## config.mk

```make
export PLATFORM = sky130hd
export DESIGN_NAME = evt_irq_status
export DESIGN_NICKNAME = d
export VERILOG_FILES = /design/src/rtl/evt_irq_pkg.sv /design/src/rtl/evt_irq_pstate.sv /design/src/rtl/evt_irq_sticky.sv /design/src/rtl/evt_irq_gate.sv /design/src/rtl/evt_irq_status.sv
export SDC_FILE = /design/constraint.sdc
export NUM_CORES = 1
export LEC_CHECK = 0
export CORE_MARGIN = 5
export CORE_UTILIZATION = 20
export DETAILED_ROUTE_END_ITERATION = 7
export PLACE_DENSITY = 0.82
export SYNTH_ARGS = -nofsm -noshare
export SYNTH_HDL_FRONTEND = slang
export SYNTH_SLANG_ARGS = --single-unit
```

## constraint.sdc

```tcl
create_clock -name clk -period 1.7 [get_ports clk]
set_clock_uncertainty 0.05 [all_clocks]
set_input_delay 0.34 -clock clk [delete_from_list [all_inputs] [get_ports clk]]
set_output_delay 0.34 -clock clk [all_outputs]
set_load 0.05 [all_outputs]
```

## src/rtl/evt_irq_pkg.sv

```systemverilog
package evt_irq_pkg;

    localparam int STAT_W = 32;

    // Bit positions are part of the software-visible layout.
    localparam int B_VPD    = 17;
    localparam int B_PSTATE = 16;
    localparam int B_HALT   = 13;
    localparam int B_SYSERR = 12;
    localparam int B_ROOT   = 11;
    localparam int B_PIE    = 10;
    localparam int B_CORTX  = 9;
    localparam int B_UNCTX  = 8;
    localparam int B_CRS    = 7;
    localparam int B_LINK   = 6;
    localparam int B_MABORT = 5;
    localparam int B_POISON = 4;

    localparam logic [STAT_W-1:0] STICKY_MASK =
        (32'h1 << B_VPD)    | (32'h1 << B_PSTATE) | (32'h1 << B_HALT)  |
        (32'h1 << B_SYSERR) | (32'h1 << B_CORTX)  | (32'h1 << B_UNCTX) |
        (32'h1 << B_CRS)    | (32'h1 << B_LINK)   | (32'h1 << B_MABORT) |
        (32'h1 << B_POISON);

    localparam logic [STAT_W-1:0] CFG_SRC_MASK = (32'h1 << B_VPD) | (32'h1 << B_PSTATE);

    // Bits 13:4 without the link-down bit.
    localparam logic [STAT_W-1:0] ERR_SRC_MASK = 32'h0000_3FF0 & ~(32'h1 << B_LINK);

    typedef enum logic [1:0] {
        PS_D0 = 2'd0,
        PS_D1 = 2'd1,
        PS_D2 = 2'd2,
        PS_D3 = 2'd3
    } pstate_e;

endpackage

```

## src/rtl/evt_irq_pstate.sv

```systemverilog
module evt_irq_pstate
    import evt_irq_pkg::*;
(
    input  logic       clk,
    input  logic       rst_n,
    input  logic       wr_en_i,
    input  logic [1:0] state_i,
    output logic       trans_o
);

    pstate_e cur_q;
    pstate_e nxt;

    assign nxt = pstate_e'(state_i);

    // State register: a write moves straight to the written state.
    always_ff @(posedge clk) begin
        if (!rst_n) begin
            cur_q <= PS_D0;
        end else if (wr_en_i) begin
            cur_q <= nxt;
        end
    end

    // Output: flag only the four qualifying moves.
    always_comb begin
        trans_o = 1'b0;
        if (wr_en_i) begin
            unique case (cur_q)
                PS_D0:   trans_o = (nxt == PS_D3) || (nxt == PS_D1);
                PS_D1:   trans_o = (nxt == PS_D3);
                PS_D2:   trans_o = 1'b0;
                PS_D3:   trans_o = (nxt == PS_D0);
                default: trans_o = 1'b0;
            endcase
        end
    end

endmodule

```

## src/rtl/evt_irq_sticky.sv

```systemverilog
module evt_irq_sticky #(
    parameter int                 W    = 32,
    parameter logic [W-1:0]       MASK = '0
) (
    input  logic         clk,
    input  logic         rst_n,
    input  logic [W-1:0] set_i,
    input  logic [W-1:0] clr_i,
    output logic [W-1:0] q_o
);

    for (genvar i = 0; i < W; i++) begin : g_bit
        if (MASK[i]) begin : g_cell
            logic q;
            // A set in the same cycle as a clear wins.
            always_ff @(posedge clk) begin
                if (!rst_n) begin
                    q <= 1'b0;
                end else if (set_i[i]) begin
                    q <= 1'b1;
                end else if (clr_i[i]) begin
                    q <= 1'b0;
                end
            end
            assign q_o[i] = q;
        end else begin : g_rsvd
            assign q_o[i] = 1'b0;
        end
    end

    logic sticky_unused;
    assign sticky_unused = ^((set_i | clr_i) & ~MASK);

endmodule

```

## src/rtl/evt_irq_gate.sv

```systemverilog
module evt_irq_gate #(
    parameter int           W   = 32,
    parameter logic [W-1:0] SRC = '0
) (
    input  logic         clk,
    input  logic         rst_n,
    input  logic [W-1:0] stat_i,
    input  logic [W-1:0] en_i,
    output logic         irq_o
);

    always_ff @(posedge clk) begin
        if (!rst_n) begin
            irq_o <= 1'b0;
        end else begin
            irq_o <= |(stat_i & SRC & en_i);
        end
    end

endmodule

```

## src/rtl/evt_irq_status.sv

```systemverilog
module evt_irq_status
    import evt_irq_pkg::*;
#(
    parameter int ROOT_W = 8,
    parameter int PIE_W  = 16
) (
    input  logic              clk,
    input  logic              rst_n,
    input  logic              wr_en_i,
    input  logic [31:0]       wr_data_i,
    output logic [31:0]       status_o,
    input  logic              vpd_addr_wr_i,
    input  logic              pm_wr_en_i,
    input  logic [1:0]        pm_state_i,
    input  logic              halt_on_err_i,
    input  logic              posted_par_err_i,
    input  logic              root_syserr_i,
    input  logic              cor_msg_tx_i,
    input  logic              unc_msg_tx_i,
    input  logic              cfg_retry_i,
    input  logic              link_down_i,
    input  logic              ibus_mabort_i,
    input  logic              poison_rx_i,
    input  logic [ROOT_W-1:0] root_err_sts_i,
    input  logic [PIE_W-1:0]  pie_sts_i,
    input  logic [PIE_W-1:0]  pie_msk_i,
    input  logic [31:0]       cfg_irq_en_i,
    input  logic [31:0]       err_irq_en_i,
    output logic              irq_cfg_o,
    output logic              irq_err_o
);

    logic              ps_trans;
    logic [STAT_W-1:0] set_vec;
    logic [STAT_W-1:0] clr_vec;
    logic [STAT_W-1:0] sticky_q;
    logic [STAT_W-1:0] live_vec;
    logic              root_live;
    logic              pie_live;

    evt_irq_pstate u_pstate (
        .clk     (clk),
        .rst_n   (rst_n),
        .wr_en_i (pm_wr_en_i),
        .state_i (pm_state_i),
        .trans_o (ps_trans)
    );

    always_comb begin
        set_vec           = '0;
        set_vec[B_VPD]    = vpd_addr_wr_i;
        set_vec[B_PSTATE] = ps_trans;
        set_vec[B_HALT]   = posted_par_err_i & halt_on_err_i;
        set_vec[B_SYSERR] = root_syserr_i;
        set_vec[B_CORTX]  = cor_msg_tx_i;
        set_vec[B_UNCTX]  = unc_msg_tx_i;
        set_vec[B_CRS]    = cfg_retry_i;
        set_vec[B_LINK]   = link_down_i;
        set_vec[B_MABORT] = ibus_mabort_i;
        set_vec[B_POISON] = poison_rx_i;
    end

    assign clr_vec = wr_en_i ? wr_data_i : '0;

    evt_irq_sticky #(
        .W    (STAT_W),
        .MASK (STICKY_MASK)
    ) u_sticky (
        .clk   (clk),
        .rst_n (rst_n),
        .set_i (set_vec),
        .clr_i (clr_vec),
        .q_o   (sticky_q)
    );

    // Live read-only bits follow their sources with no storage.
    assign root_live = root_err_sts_i[6] | root_err_sts_i[5] | root_err_sts_i[0];
    assign pie_live  = |(pie_sts_i & ~pie_msk_i);

    logic root_unused;
    assign root_unused = ^root_err_sts_i[4:1];

    if (ROOT_W > 7) begin : g_root_hi
        logic root_hi_unused;
        assign root_hi_unused = ^root_err_sts_i[ROOT_W-1:7];
    end

    always_comb begin
        live_vec         = '0;
        live_vec[B_ROOT] = root_live;
        live_vec[B_PIE]  = pie_live;
    end

    assign status_o = sticky_q | live_vec;

    evt_irq_gate #(
        .W   (STAT_W),
        .SRC (CFG_SRC_MASK)
    ) u_gate_cfg (
        .clk    (clk),
        .rst_n  (rst_n),
        .stat_i (status_o),
        .en_i   (cfg_irq_en_i),
        .irq_o  (irq_cfg_o)
    );

    evt_irq_gate #(
        .W   (STAT_W),
        .SRC (ERR_SRC_MASK)
    ) u_gate_err (
        .clk    (clk),
        .rst_n  (rst_n),
        .stat_i (status_o),
        .en_i   (err_irq_en_i),
        .irq_o  (irq_err_o)
    );

endmodule

```

==> results of run 1 <==
-- report_power, final --
group	switching, mW	leakage [nW]	internal, mW
clock	0.115	0.0216	0.157
combinational	0.267	0.710	0.210
sequential	0.0145	0.117	0.352
-- cell type report --
class,count,area (sq um),share of cell area
multi-input combinational,84,610.6,0.3349
sequential,14,280.3,0.1537
clock buffer,3,41.29,0.02265
timing repair buffer,90,804.5,0.4413
inverter,5,18.77,0.01030
tap,54,67.56,0.03706
-- sequential cells by signal, indices dropped and copies added, names as in the netlist --
name and cells:
u_gate_err.irq_o 1, u_pstate.cur_q 2, u_sticky.g_bit.g_cell.q 10, u_gate_cfg.irq_o 1
-- worst reg2reg max path, delay by kind of cell (launching register included) --
kind	cells	cell delay [ns]
flops	1	0.32
compound gates	3	0.75
-- stage by stage --
step / cells / utilization / hold slack [ns]
after global routing: 250 / 0.3885 / 0.4603
after global placement: 245 / 0.3608 / 0.4173
after detailed placement: 245 / 0.3608 / 0.4248
final: 250 / 0.3885 / 0.4283
after floorplan: 137 / - / 0.4001
after CTS: 249 / 0.3907 / 0.4351
-- per-layer routing --
layer | track usage | up-vias
li1 | - | 499
met1 | 0.09918 | 447
met2 | 0.1953 | 71
met3 | 0.04289 | 2
met4 | 0.03093 | 0
met5 | 0 | -
-- cells by family after synthesis --
logic type / Yosys count / share of synthesized area
AO/OA/AOI/OAI: 21 / 0.1740
multiplexers: 2 / 0.02078
flip-flops: 14 / 0.2909
AND/OR/NAND/NOR: 41 / 0.2338
buffers and inverters: 39 / 0.2766
other: 1 / 0.003892
-- worst min-delay path by stage --
stage | startpoint | cells past startpoint | to | slack (ns)
after global routing | u_sticky.g_bit[16].g_cell.q | 2 | u_sticky.g_bit[16].g_cell.q | 0.46
after floorplan | u_sticky.g_bit[16].g_cell.q | 2 | u_sticky.g_bit[16].g_cell.q | 0.40
after global placement | u_sticky.g_bit[6].g_cell.q | 2 | u_sticky.g_bit[6].g_cell.q | 0.42
after CTS | u_sticky.g_bit[16].g_cell.q | 2 | u_sticky.g_bit[16].g_cell.q | 0.44
after detailed placement | u_pstate.cur_q[0] | 2 | u_pstate.cur_q[0] | 0.42
final | u_sticky.g_bit[16].g_cell.q | 2 | u_sticky.g_bit[16].g_cell.q | 0.43
-- Yosys cell counts --
library cell  number
clkbuf_1           2
a222oi_1           1
a31o_1             1
a41oi_1            1
nand4_1            1
mux2i_1            2
o21ai_1            1
dfxtp_1           14
conb_1             1
and3b_1            1
nor2_1            11
inv_2              1
a2111oi_2          4
nand2_1           12
buf_4             32
nor2b_1           11
nor2b_4            3
or3_1              1
a21oi_1            9
nor3b_1            1
a22oi_1            4
inv_1              4
-- what timing repair did --
item | CTS | global route
endpoints found under the hold margin | 0 | 0
hold buffers | 0 | 0
pin swaps | 5 | 5
cloned | 0 | 0
endpoints found under the setup margin | 3 | 2
buffers inserted | 1 | 1
resized for setup | 75 | 24
==> impl_metrics.yaml, run 1 <==
critical_path:
  rrSetupSlack_ns: 0.48
  cp_num_buf_inv: 2
  crit_type: "in2out"
  cp.arrival_ns: 1.34
  reg2reg_depth: 3
  worstPathRequired_ns: 1.31
  worstSetupStartpointType: "input port"
  cp_top_family: "compound AO/OA/AOI/OAI gates"
  cp_num_cells: 5
  cpPeakStageDelay_ns: 0.35
  endpoint: "status_o[10]"
  cpMostUsedCell: "buf_6"
  crit_start: "pie_sts_i[11]"
  r2r-end: "u_gate_err.irq_o"
  cp_max_fo: 2
  slowest_stage: "a2111oi_4"
  endpoint_kind: "output port"
  crit_chain: "buf_6, nor2b_4, a2111oi_4, nand4_1, buf_6"
  r2r_start: "u_sticky.g_bit[4].g_cell.q"
placement:
  dpl_cell_area_sq_um: 1693
  hpwlAfterDp_um: 2728
  post-place-ws_ns: -0.3572
  routabilityCongestion: 0.6568
  io_buffers: 85
finish:
  n_fill_cell: 478
  diodes: 0
  final_common_cell: "clkdlybuf4s50_1"
  fin_nets: 350
  final_layout_size_suffix_gt1_frac: 0.2806
  final_cell_mix: "clkdlybuf4s50_1, conb_1, buf_4, dfxtp_1"
  syn_to_final_growth_pct: 89.22
  final_area_sq_um: 1823
grt:
  grt_start_max_net_pins: 11
  grt-ovfl-total: 0
  grt_pass1_vias: 1089
  antenna_found_initial: 0
  grt.total_usage: 0.1024
  grt_pass1_wl_um: 4940
sta:
  period_minus_slack_ns: 1.729
  max_freq_ghz: 0.5785
  fin_ws_ns: -0.02874
  tns_ns: -0.02874
  slew_violations: 0
  hold_viol: 0
  fin_crit_sh: 1.017
  rsz0062_at_grt: "true"
  final-setup-viol-count: 1
die:
  fp.dieH_um: 79.41
  start_util: 0.2053
  fp.dieW_um: 79.41
  core_area_sq_um: 4692
  rows: 25
  pin_count: 186
  die_area_sq_um: 6305
synth:
  synthTopCellsByArea: "dfxtp_1, buf_4, nor2b_1, a2111oi_2, a21oi_1"
  ys_seq_area_frac: 0.2909
  syn_area_sq_um: 963.4
  synth_top_area_cell: "dfxtp_1"
  ys_types: 22
  ys_ff_latch: 14
  synth_top_area_share: 0.2909
  syn-instance-count: 118
  yosys_warnings: 0
  avgSynthCellArea_sq_um: 8.165
run_status:
  violations: "negative setup slack"
  status: "finished with violations"
route:
  wirelength_um: 3365
  wl_met3_um: 449
  wl_met1_um: 1158
  via_per_inst: 4.076
  num_vias: 1019
  top_layer: "met4"
  route.antenna.remaining_nets: 0
  drtPass1Iterations: 4
  dr_wl_met2_um: 1740
  route.detailed.drc: 0
  avgRoutedWirePerCell_um: 13.46
  drt_iter0_drc: 13
job:
  drv_cap: 0
clocking:
  cts-root-buf: "clkbuf_8"
  numCtsBuffers: 3
  clock_latency_ns: 0.24
  tritoncts: "done"
  cts.sinks: 14
  clk_path_buf_depth: 2
  cts_max_level: 1
  cts.clk_slew.worst_paths_ns: 0.06
pwr:
  vdd_drop_max_v: 0.0002046
  total_leakage_power_nw: 0.8482
  power_mw: 1.114
  power.density_nw_per_um2: 611.3
hold_path:
  hp-class: "reg2reg"
Power figures use the tool's default switching activity.
==> inputs of run 2 (changes only) <==
CORE_AREA = 2 2 73 75   (was unset)
CORE_MARGIN = unset   (was 5)
CORE_UTILIZATION = unset   (was 20)
DIE_AREA = 0 0 75 77   (was unset)
PLACE_DENSITY = 0.8   (was 0.82)
==> impl_metrics.yaml, run 2 (synthesis gave the netlist of run 1 again) <==
run_status:
  status: "finished clean"
sta:
  period_minus_slack_ns: 1.666
  rsz0062_at_grt: "true"
  final-setup-viol-count: 0
  max_freq_ghz: 0.6002
  hold_viol: 0
  fin_crit_sh: 0.9801
  slew_violations: 0
critical_path:
  cpPeakStageDelay_ns: 0.40
  endpoint_kind: "output port"
  cp_num_buf_inv: 2
  cp_max_fo: 2
  cp.arrival_ns: 1.28
  worstSetupStartpointType: "input port"
  slowest_stage: "clkdlybuf4s50_1"
  crit_type: "in2out"
  cp_top_family: "buffers and inverters"
  crit_chain: "clkdlybuf4s50_1, or3_4, buf_8"
  worstPathRequired_ns: 1.31
pwr:
  vdd_drop_max_v: 0.0002109
  switching_share: 0.3442
  power_mw: 1.167
  switching_power_mw: 0.4016
  clkPwrFrac: 0.281
  p_seq_frac: 0.314
  power.density_nw_per_um2: 634.4
  total_leakage_power_nw: 0.8429
  combPwrFrac: 0.406
  intPower_mw: 0.7653
grt:
  grt_pass1_wl_um: 4319
  grt_start_max_net_pins: 11
  grt.total_usage: 0.09757
  grt-ovfl-total: 0
  antenna_found_initial: 0
  grt_pass1_vias: 1029
route:
  route.detailed.drc: 0
  avgRoutedWirePerCell_um: 11.07
  route.antenna.remaining_nets: 0
  wirelength_um: 2955
  num_vias: 1028
  drtPass1Iterations: 4
  drt_iter0_drc: 11
  via_per_inst: 3.850
die:
  fp.dieH_um: 77
  die_area_sq_um: 5775
  pin_count: 186
  fp.dieW_um: 75
  core_area_sq_um: 4977
  rows: 26
  start_util: 0.1936
clocking:
  clk_path_buf_depth: 2
  tritoncts: "done"
  cts.clk_slew.worst_paths_ns: 0.06
  clock_latency_ns: 0.24
  cts_max_level: 1
  cts-root-buf: "clkbuf_8"
  cts.sinks: 14
  numCtsBuffers: 3
finish:
  largest_register_ffs: 10
  final_layout_size_suffix_gt1_frac: 0.2995
  syn_to_final_growth_pct: 90.91
  diodes: 0
  final_area_sq_um: 1839
  n_fill_cell: 515
  final_cell_mix: "clkdlybuf4s50_1, conb_1, buf_4, dfxtp_1"
  final_core_util: 0.3695
  reg_top3: "u_sticky.g_bit.g_cell.q (10), u_pstate.cur_q (2)"
  largest-register: "u_sticky.g_bit.g_cell.q"
  fin_nets: 350
  final_common_cell: "clkdlybuf4s50_1"
placement:
  dpl_cell_area_sq_um: 1713
  io_buffers: 85
  hpwlAfterDp_um: 2440
  routabilityCongestion: 0.6108
hold_path:
  hp-class: "reg2reg"
job:
  drv_cap: 0
==> run 2: changes by cell type in the layout (fill, tap and decap cells not counted), sizes merged <==
cell / before / now
dlygate4sd2: 9 / 5
dlymetal6s2s: 2 / 1
clkbuf: 11 / 16
clkdlybuf4s50: 37 / 38
==> run 2: cell type report <==
class	count	area [sq um]	area share
Clock buffer	4	55.05	0.02993
Inverter	5	18.77	0.01020
Multi-Input combinational cell	84	610.6	0.3320
Sequential cell	14	280.3	0.1524
Tap cell	70	87.58	0.04762
Timing Repair Buffer	90	787.0	0.4279
==> run 2: power groups by stage <==
stage	sequential, mW	combinational (mW)	clock [mW]
global placement	0.372	0.461	0
global route	0.369	0.502	0.353
detailed placement	0.373	0.465	0
finish	0.366	0.473	0.328
CTS	0.366	0.474	0.344
floorplan	0.383	0.293	0
==> run 2: worst paths after layout <==
check	start	end	slack [ns]	cells past startpoint
max	root_err_sts_i[5]	status_o[11]	0.03	3
min	u_sticky.g_bit[16].g_cell.q	u_sticky.g_bit[16].g_cell.q	0.43	2
max reg2reg	u_sticky.g_bit[4].g_cell.q	u_gate_err.irq_o	0.46	3
min reg2reg	u_sticky.g_bit[16].g_cell.q	u_sticky.g_bit[16].g_cell.q	0.43	2
==> run 2: per-layer routing <==
| layer | track usage | wire (um) | up-vias |
|---|---|---|---|
| li1 | - | - | 498 |
| met4 | 0.03214 | 9 | 0 |
| met2 | 0.1912 | 1564 | 74 |
| met3 | 0.02628 | 367 | 2 |
| met1 | 0.09264 | 1014 | 454 |
| met5 | 0 | 0 | - |
==> run 2: stage by stage <==
| step | TNS [ns] | instances | setup WS [ns] | hold WS (ns) |
|---|---|---|---|---|
| floorplan | 0 | 137 | 0.1981 | 0.4001 |
| global placement | -0.6640 | 261 | -0.3637 | 0.4171 |
| detailed placement | -0.6832 | 261 | -0.3710 | 0.4306 |
| CTS | 0 | 267 | 0.0003230 | 0.4397 |
| global route | -0.03419 | 267 | -0.03419 | 0.4620 |
| finish | 0 | 267 | 0.03379 | 0.4337 |
==> run 2: timing repair <==
item | CTS | global route
hold buffers | 0 | 0
buffers inserted | 2 | 0
endpoints found under the setup margin | 3 | 3
pin swaps | 5 | 6
resized for setup | 74 | 32
==> run 2: worst min-delay path, delay by kind of cell (launching register included) <==
family / cells / cell delay, ns
AOI/OAI and AO/OA: 1 / 0.05
DFF: 1 / 0.33
and+or+nand+nor: 1 / 0.06
